--- config.mk ---
export PLATFORM = sky130hd
export DESIGN_NAME = dbz_compressor
export DESIGN_NICKNAME = d
export VERILOG_FILES = /design/src/rtl/dbz_pkg.sv /design/src/rtl/dbz_window.sv /design/src/rtl/dbz_tagger.sv /design/src/rtl/dbz_refkeep.sv /design/src/rtl/dbz_compressor.sv
export SDC_FILE = /design/constraint.sdc
export NUM_CORES = 1
export LEC_CHECK = 0
export ABC_CLOCK_PERIOD_IN_PS = 4210
export CORE_ASPECT_RATIO = 0.5
export CORE_MARGIN = 2
export CORE_UTILIZATION = 58
export CTS_CLUSTER_DIAMETER = 100
export DETAILED_ROUTE_END_ITERATION = 10
export DONT_BUFFER_PORTS = 1
export PLACE_DENSITY = 0.76
export SYNTH_ARGS = -nofsm -noshare
export SYNTH_HDL_FRONTEND = slang
export SYNTH_SLANG_ARGS = --single-unit
--- constraint.sdc ---
create_clock -name clk -period 4.21 [get_ports clk]
set_input_delay 0.2105 -clock clk [delete_from_list [all_inputs] [get_ports clk]]
set_output_delay 0.2105 -clock clk [all_outputs]
set_load 0.05 [all_outputs]
--- src/rtl/dbz_pkg.sv ---
package dbz_pkg;
    localparam int SMP_W   = 12;
    localparam int TAG_W   = 20;
    localparam int REC_W   = SMP_W + TAG_W;
    localparam logic [SMP_W-1:0] SMP_MAX = {SMP_W{1'b1}};

    typedef logic [SMP_W-1:0] smp_t;
    typedef logic [TAG_W-1:0] tag_t;

    typedef struct packed {
        tag_t tag;
        smp_t smp;
    } rec_t;

    typedef struct packed {
        smp_t lo;
        smp_t hi;
    } win_t;

    // reference minus offset, clamped at zero
    function automatic smp_t floor_sub(smp_t r, smp_t o);
        return (r > o) ? smp_t'(r - o) : '0;
    endfunction

    // reference plus offset, clamped at full scale
    function automatic smp_t ceil_add(smp_t r, smp_t o);
        logic [SMP_W:0] s;
        s = {1'b0, r} + {1'b0, o};
        return s[SMP_W] ? SMP_MAX : s[SMP_W-1:0];
    endfunction
endpackage

--- src/rtl/dbz_window.sv ---
module dbz_window
    import dbz_pkg::*;
(
    input  smp_t ref_smp,
    input  smp_t lo_ofs,
    input  smp_t hi_ofs,
    input  smp_t smp,
    output logic in_win
);
    win_t lim;

    always_comb begin
        lim.lo = floor_sub(ref_smp, lo_ofs);
        lim.hi = ceil_add(ref_smp, hi_ofs);
        in_win = (smp >= lim.lo) && (smp <= lim.hi);
    end
endmodule

--- src/rtl/dbz_tagger.sv ---
module dbz_tagger
    import dbz_pkg::*;
(
    input  logic clk,
    input  logic rst,
    input  logic clr,
    input  logic adv,
    output tag_t tag
);
    always_ff @(posedge clk) begin
        if (rst || clr)
            tag <= '0;
        else if (adv)
            tag <= tag + tag_t'(1);
    end
endmodule

--- src/rtl/dbz_refkeep.sv ---
module dbz_refkeep
    import dbz_pkg::*;
(
    input  logic clk,
    input  logic rst,
    input  logic clr,
    input  logic load,
    input  smp_t smp,
    output smp_t ref_smp,
    output logic ref_vld
);
    always_ff @(posedge clk) begin
        if (rst || clr) begin
            ref_smp <= '0;
            ref_vld <= 1'b0;
        end else if (load) begin
            ref_smp <= smp;
            ref_vld <= 1'b1;
        end
    end
endmodule

--- src/rtl/dbz_compressor.sv ---
module dbz_compressor
    import dbz_pkg::*;
(
    input  logic             clk,
    input  logic             rst,
    input  logic             en,
    input  logic             raw_mode,
    input  logic [SMP_W-1:0] lo_ofs,
    input  logic [SMP_W-1:0] hi_ofs,
    input  logic             smp_vld,
    input  logic [SMP_W-1:0] smp_data,
    input  logic             fifo_full,
    output logic             wr_en,
    output logic [REC_W-1:0] wr_data,
    output logic             ovf
);
    logic accept, keep, commit, in_win, ref_vld;
    smp_t ref_smp;
    tag_t tag;
    rec_t rec_q;

    assign accept = en && smp_vld;
    assign keep   = accept && (!ref_vld || raw_mode || !in_win);
    assign commit = keep && !fifo_full;

    dbz_window u_win (
        .ref_smp (ref_smp),
        .lo_ofs  (lo_ofs),
        .hi_ofs  (hi_ofs),
        .smp     (smp_data),
        .in_win  (in_win)
    );

    dbz_tagger u_tag (
        .clk (clk),
        .rst (rst),
        .clr (!en),
        .adv (accept),
        .tag (tag)
    );

    dbz_refkeep u_ref (
        .clk     (clk),
        .rst     (rst),
        .clr     (!en),
        .load    (commit),
        .smp     (smp_data),
        .ref_smp (ref_smp),
        .ref_vld (ref_vld)
    );

    always_ff @(posedge clk) begin
        if (rst) begin
            wr_en <= 1'b0;
            rec_q <= '0;
            ovf   <= 1'b0;
        end else begin
            wr_en <= commit;
            if (commit)
                rec_q <= '{tag: tag, smp: smp_data};
            if (!en)
                ovf <= 1'b0;
            else if (keep && fifo_full)
                ovf <= 1'b1;
        end
    end

    assign wr_data = rec_q;
endmodule

==> impl_results.md <==
* Outcome: complete, but fails checks
* Failing checks: negative hold slack
* Reg2reg end: u_ref.ref_smp[9]
* Ys Warns at 0
* IO Pins at 76
* Syn avg cell area at 8.28 sq um
* Vias per cell at roughly 6.3
* # setup viols final at 0
* Leak at a little under 0.002 uW
* Nets at 631
* Worst Path Required at around 4400 ps
* Finished Core Util at roughly 70%
* Core region area at 0.00732 sq mm
* # DRC at 0
* Share of layout cells above drive strength 1 at between 15 and 20%
* Slew headroom at roughly a quarter
* Wire per inst at roughly 19 um
* P per Cell Area at approximately 340 mW/mm^2
* Worst Skew at 5.47 ps
* Primary FF master, synth: dfxtp_1
* Clk Latency, worst-skew pair at 330 ps
* Initial core utilization at between 50% and 60%
* Synth Net Count at between 600 and 700
* Period utilization at around 98%
* Hold Violations, Final at 24
* GRT Overall Usage at about 28%
* Worst hold path type: in2reg
* Number of synthesized register bits at 67
* Pins over their slew limit at 0
* Die Wd at approximately 130 um
* DP Wirelength at 8070 um
* H-tree levels at 3
* Crit-path max FO at 27
* Flop2flop setup slack at 90 ps
* Async set or reset register ratio after synthesis at 0%
* Filler cells at 554
* CP endpoint kind: flop
* Area grow syn2layout at 17.5%
* Syn Std Cell Area at ~0.0044 sq mm
* FF/Latch Area at approximately 0.0013 sq mm
* Multi-input gate area at a little over 0.003 sq mm
* Rows at 22
* Fmax at ~0.24 GHz
* Fin crit period at just over 4000 ps
* Die area at 0.00829 sq mm
* CTS tree: yes
* CTS buffer count at 9
* Number of flops mapped to enable cells by yosys at 0
* Setup crit start kind: flop
* GR Overflow Total at 0
* RePlAce Congestion at ~0.9
* CP Data Arrival Time at between 4000 and 5000 ps
* Global-route wire length before repair at 18,300 um
* Hold wc startpoint: rst
* R2R depth at 15
* Register area share after synthesis at 30.7%
* Diode count at 0
* Synth unique cells at 55
* Vias in the first global route at between 3k and 4k
* Fin Hold WS at -52.6 ps
* Hold EP: wr_data[13]
* TritonRoute pass-1 iters at 5
* Worst VDD drop at between 0.2 and 0.3 mV
* Worst Hold Depth at 1
* DRT Wirelength at roughly 12,000 um
* Vias at 4,028
* Clk buf depth at 2
* Root Driver: clkbuf_16
* Post-Synthesis Cells at 528
* Clock sink total at 67
* Initial drt markers at between 200 and 300
* IO buf count at 0
* Antenna viol nets, final at 0
* Worst R2R Start: u_ref.ref_smp[5]
* Number of max-cap violations at 0
* Die span in y at about 65 um
* Slew of the pin with the lowest slew margin at 1110 ps
* Initial antenna violation count at 0
* Setup_tns at 0 ps
* Critical path type: reg2reg
* Clk pin slew, worst setup/hold paths at roughly 60 ps
* Largest net degree at the start of global routing at 36
-- cells in the final DEF, fill, tap and decap left out, types with 3 or more instances in the layout --
cell,Yosys,final
or3_1,7,6
xor2_1,16,16
nor2_1,44,44
ha_4,0,4
dfxtp_1,67,64
nand4_1,10,10
nand3_2,1,4
o21a_1,8,8
o21ai_1,16,23
a211oi_1,6,5
and2_1,3,3
nand2b_1,13,13
nor3_1,7,6
nand2_1,30,30
nor2b_1,6,5
o31ai_1,5,3
o211ai_2,9,9
a21o_1,8,8
a21oi_1,51,48
buf_4,1,15
inv_1,21,20
o211ai_1,4,4
o21ai_0,34,23
nand3_1,41,38
xnor2_1,11,11
o21ai_2,1,5
ha_1,49,45
dfxtp_2,0,3
clkbuf_16,0,10
or2_2,4,4
-- logic make-up (layout without fill, tap and decap cells) --
kind of cell | Yosys count | in the layout | synth area share [%]
flip-flops | 67 | 67 | 30.7
AO/OA/AOI/OAI | 160 | 160 | 23.2
adder cells (fa/ha/maj) | 51 | 51 | 14.9
multiplexers | 2 | 2 | 0.487
AND/OR/NAND/NOR | 177 | 179 | 20.4
XOR/XNOR | 27 | 27 | 5.41
buffers and inverters | 44 | 57 | 4.84
-- final cells by class --
| class | count | share of cell area [%] |
|---|---|---|
| Clock buffer | 11 | 4.92 |
| Clock inverter | 5 | 1.63 |
| Inverter | 21 | 1.54 |
| Multi-Input combinational cell | 419 | 59.4 |
| Sequential cell | 67 | 26.2 |
| Tap cell | 96 | 2.34 |
| Timing Repair Buffer | 20 | 3.97 |
-- how the worst max path moves through the flow --
stage | start | to | slack (ps)
CTS | u_ref.ref_smp[0] | wr_data[9] | 1
floorplan | u_ref.ref_smp[0] | u_ref.ref_smp[0] | 130
global route | u_ref.ref_smp[0] | u_ref.ref_smp[9] | -90
global placement | u_ref.ref_smp[0] | u_ref.ref_smp[0] | 70
detailed placement | u_ref.ref_smp[0] | u_ref.ref_smp[0] | -190
finish | u_ref.ref_smp[5] | u_ref.ref_smp[9] | 90
-- stage by stage --
stage | std cells | setup slack (ps) | cell area, sq um | total power, uW
detailed placement | 617 | -193 | 4510 | 865
CTS | 635 | 0.997 | 4880 | 1690
global route | 639 | -89.7 | 5130 | 1780
floorplan | 528 | 130 | 4370 | 828
finish | 639 | 87.0 | 5130 | 1720
global placement | 617 | 74.2 | 4510 | 861
-- where the power goes --
part	total, uW	switching (uW)	internal, uW
Combinational	220	125	94.6
Clock	834	282	552
Sequential	667	24.4	642
Total	1720	432	1290
-- state kept, by name, indices dropped and copies added, names as in the netlist --
signal / count
wr_data: 32
u_ref.ref_vld: 1
u_ref.ref_smp: 12
u_tag.tag: 20
ovf: 1
wr_en: 1
-- cells in the mapped netlist, types with 2 or more instances --
| cell type | number | area (sq um) |
|---|---|---|
| a2111oi_0 | 3 | 26.3 |
| a211oi_1 | 6 | 45.0 |
| a21o_1 | 8 | 60.1 |
| a21oi_1 | 51 | 255 |
| and2_1 | 3 | 18.8 |
| and4_1 | 2 | 17.5 |
| buf_2 | 3 | 15.0 |
| buf_6 | 5 | 56.3 |
| clkbuf_1 | 13 | 48.8 |
| dfxtp_1 | 67 | 1340 |
| fa_1 | 2 | 40.0 |
| ha_1 | 49 | 613 |
| inv_1 | 21 | 78.8 |
| nand2_1 | 30 | 113 |
| nand2b_1 | 13 | 81.3 |
| nand3_1 | 41 | 205 |
| nand4_1 | 10 | 62.6 |
| nor2_1 | 44 | 165 |
| nor2b_1 | 6 | 37.5 |
| nor3_1 | 7 | 35.0 |
| nor4b_1 | 2 | 17.5 |
| o211ai_1 | 4 | 30.0 |
| o211ai_2 | 9 | 113 |
| o21a_1 | 8 | 60.1 |
| o21ai_0 | 34 | 170 |
| o21ai_1 | 16 | 80.1 |
| o21bai_1 | 3 | 22.5 |
| o31a_1 | 2 | 17.5 |
| o31ai_1 | 5 | 37.5 |
| o41ai_1 | 2 | 17.5 |
| or2_2 | 4 | 25.0 |
| or3_1 | 7 | 43.8 |
| xnor2_1 | 11 | 96.3 |
| xor2_1 | 16 | 140 |
-- what timing repair did --
| item | CTS | global route |
|---|---|---|
| hold endpoints to repair | 24 | 24 |
| endpoints found under the setup margin | 38 | 47 |
| pin swaps | 1 | 11 |
| gates resized for setup | 6 | 49 |
| buffers inserted | 0 | 3 |
| gates cloned | 2 | 1 |
-- metal layers --
layer | GRT usage (%) | routed length [um] | vias to the layer above
li1 | - | - | 1943
met1 | 36.6 | 5390 | 1917
met2 | 46.6 | 5600 | 152
met3 | 8.55 | 853 | 16
met4 | 5.91 | 121 | 0
met5 | 0 | 0 | -
-- critical path, stage by stage (launching register included) --
cell and delay (ps):
dfxtp_1 400, ha_1 310, or2_2 300, a31o_2 270, o311a_1 150, o21a_1 200
o21ai_1 170, nand3_2 130, ha_4 290, nand4_1 110, or4b_1 530, or3_4 420
nand3_2 180, buf_8 230, nand3_1 130, a21oi_1 190
No activity file was read; power rests on OpenSTA's default activity.
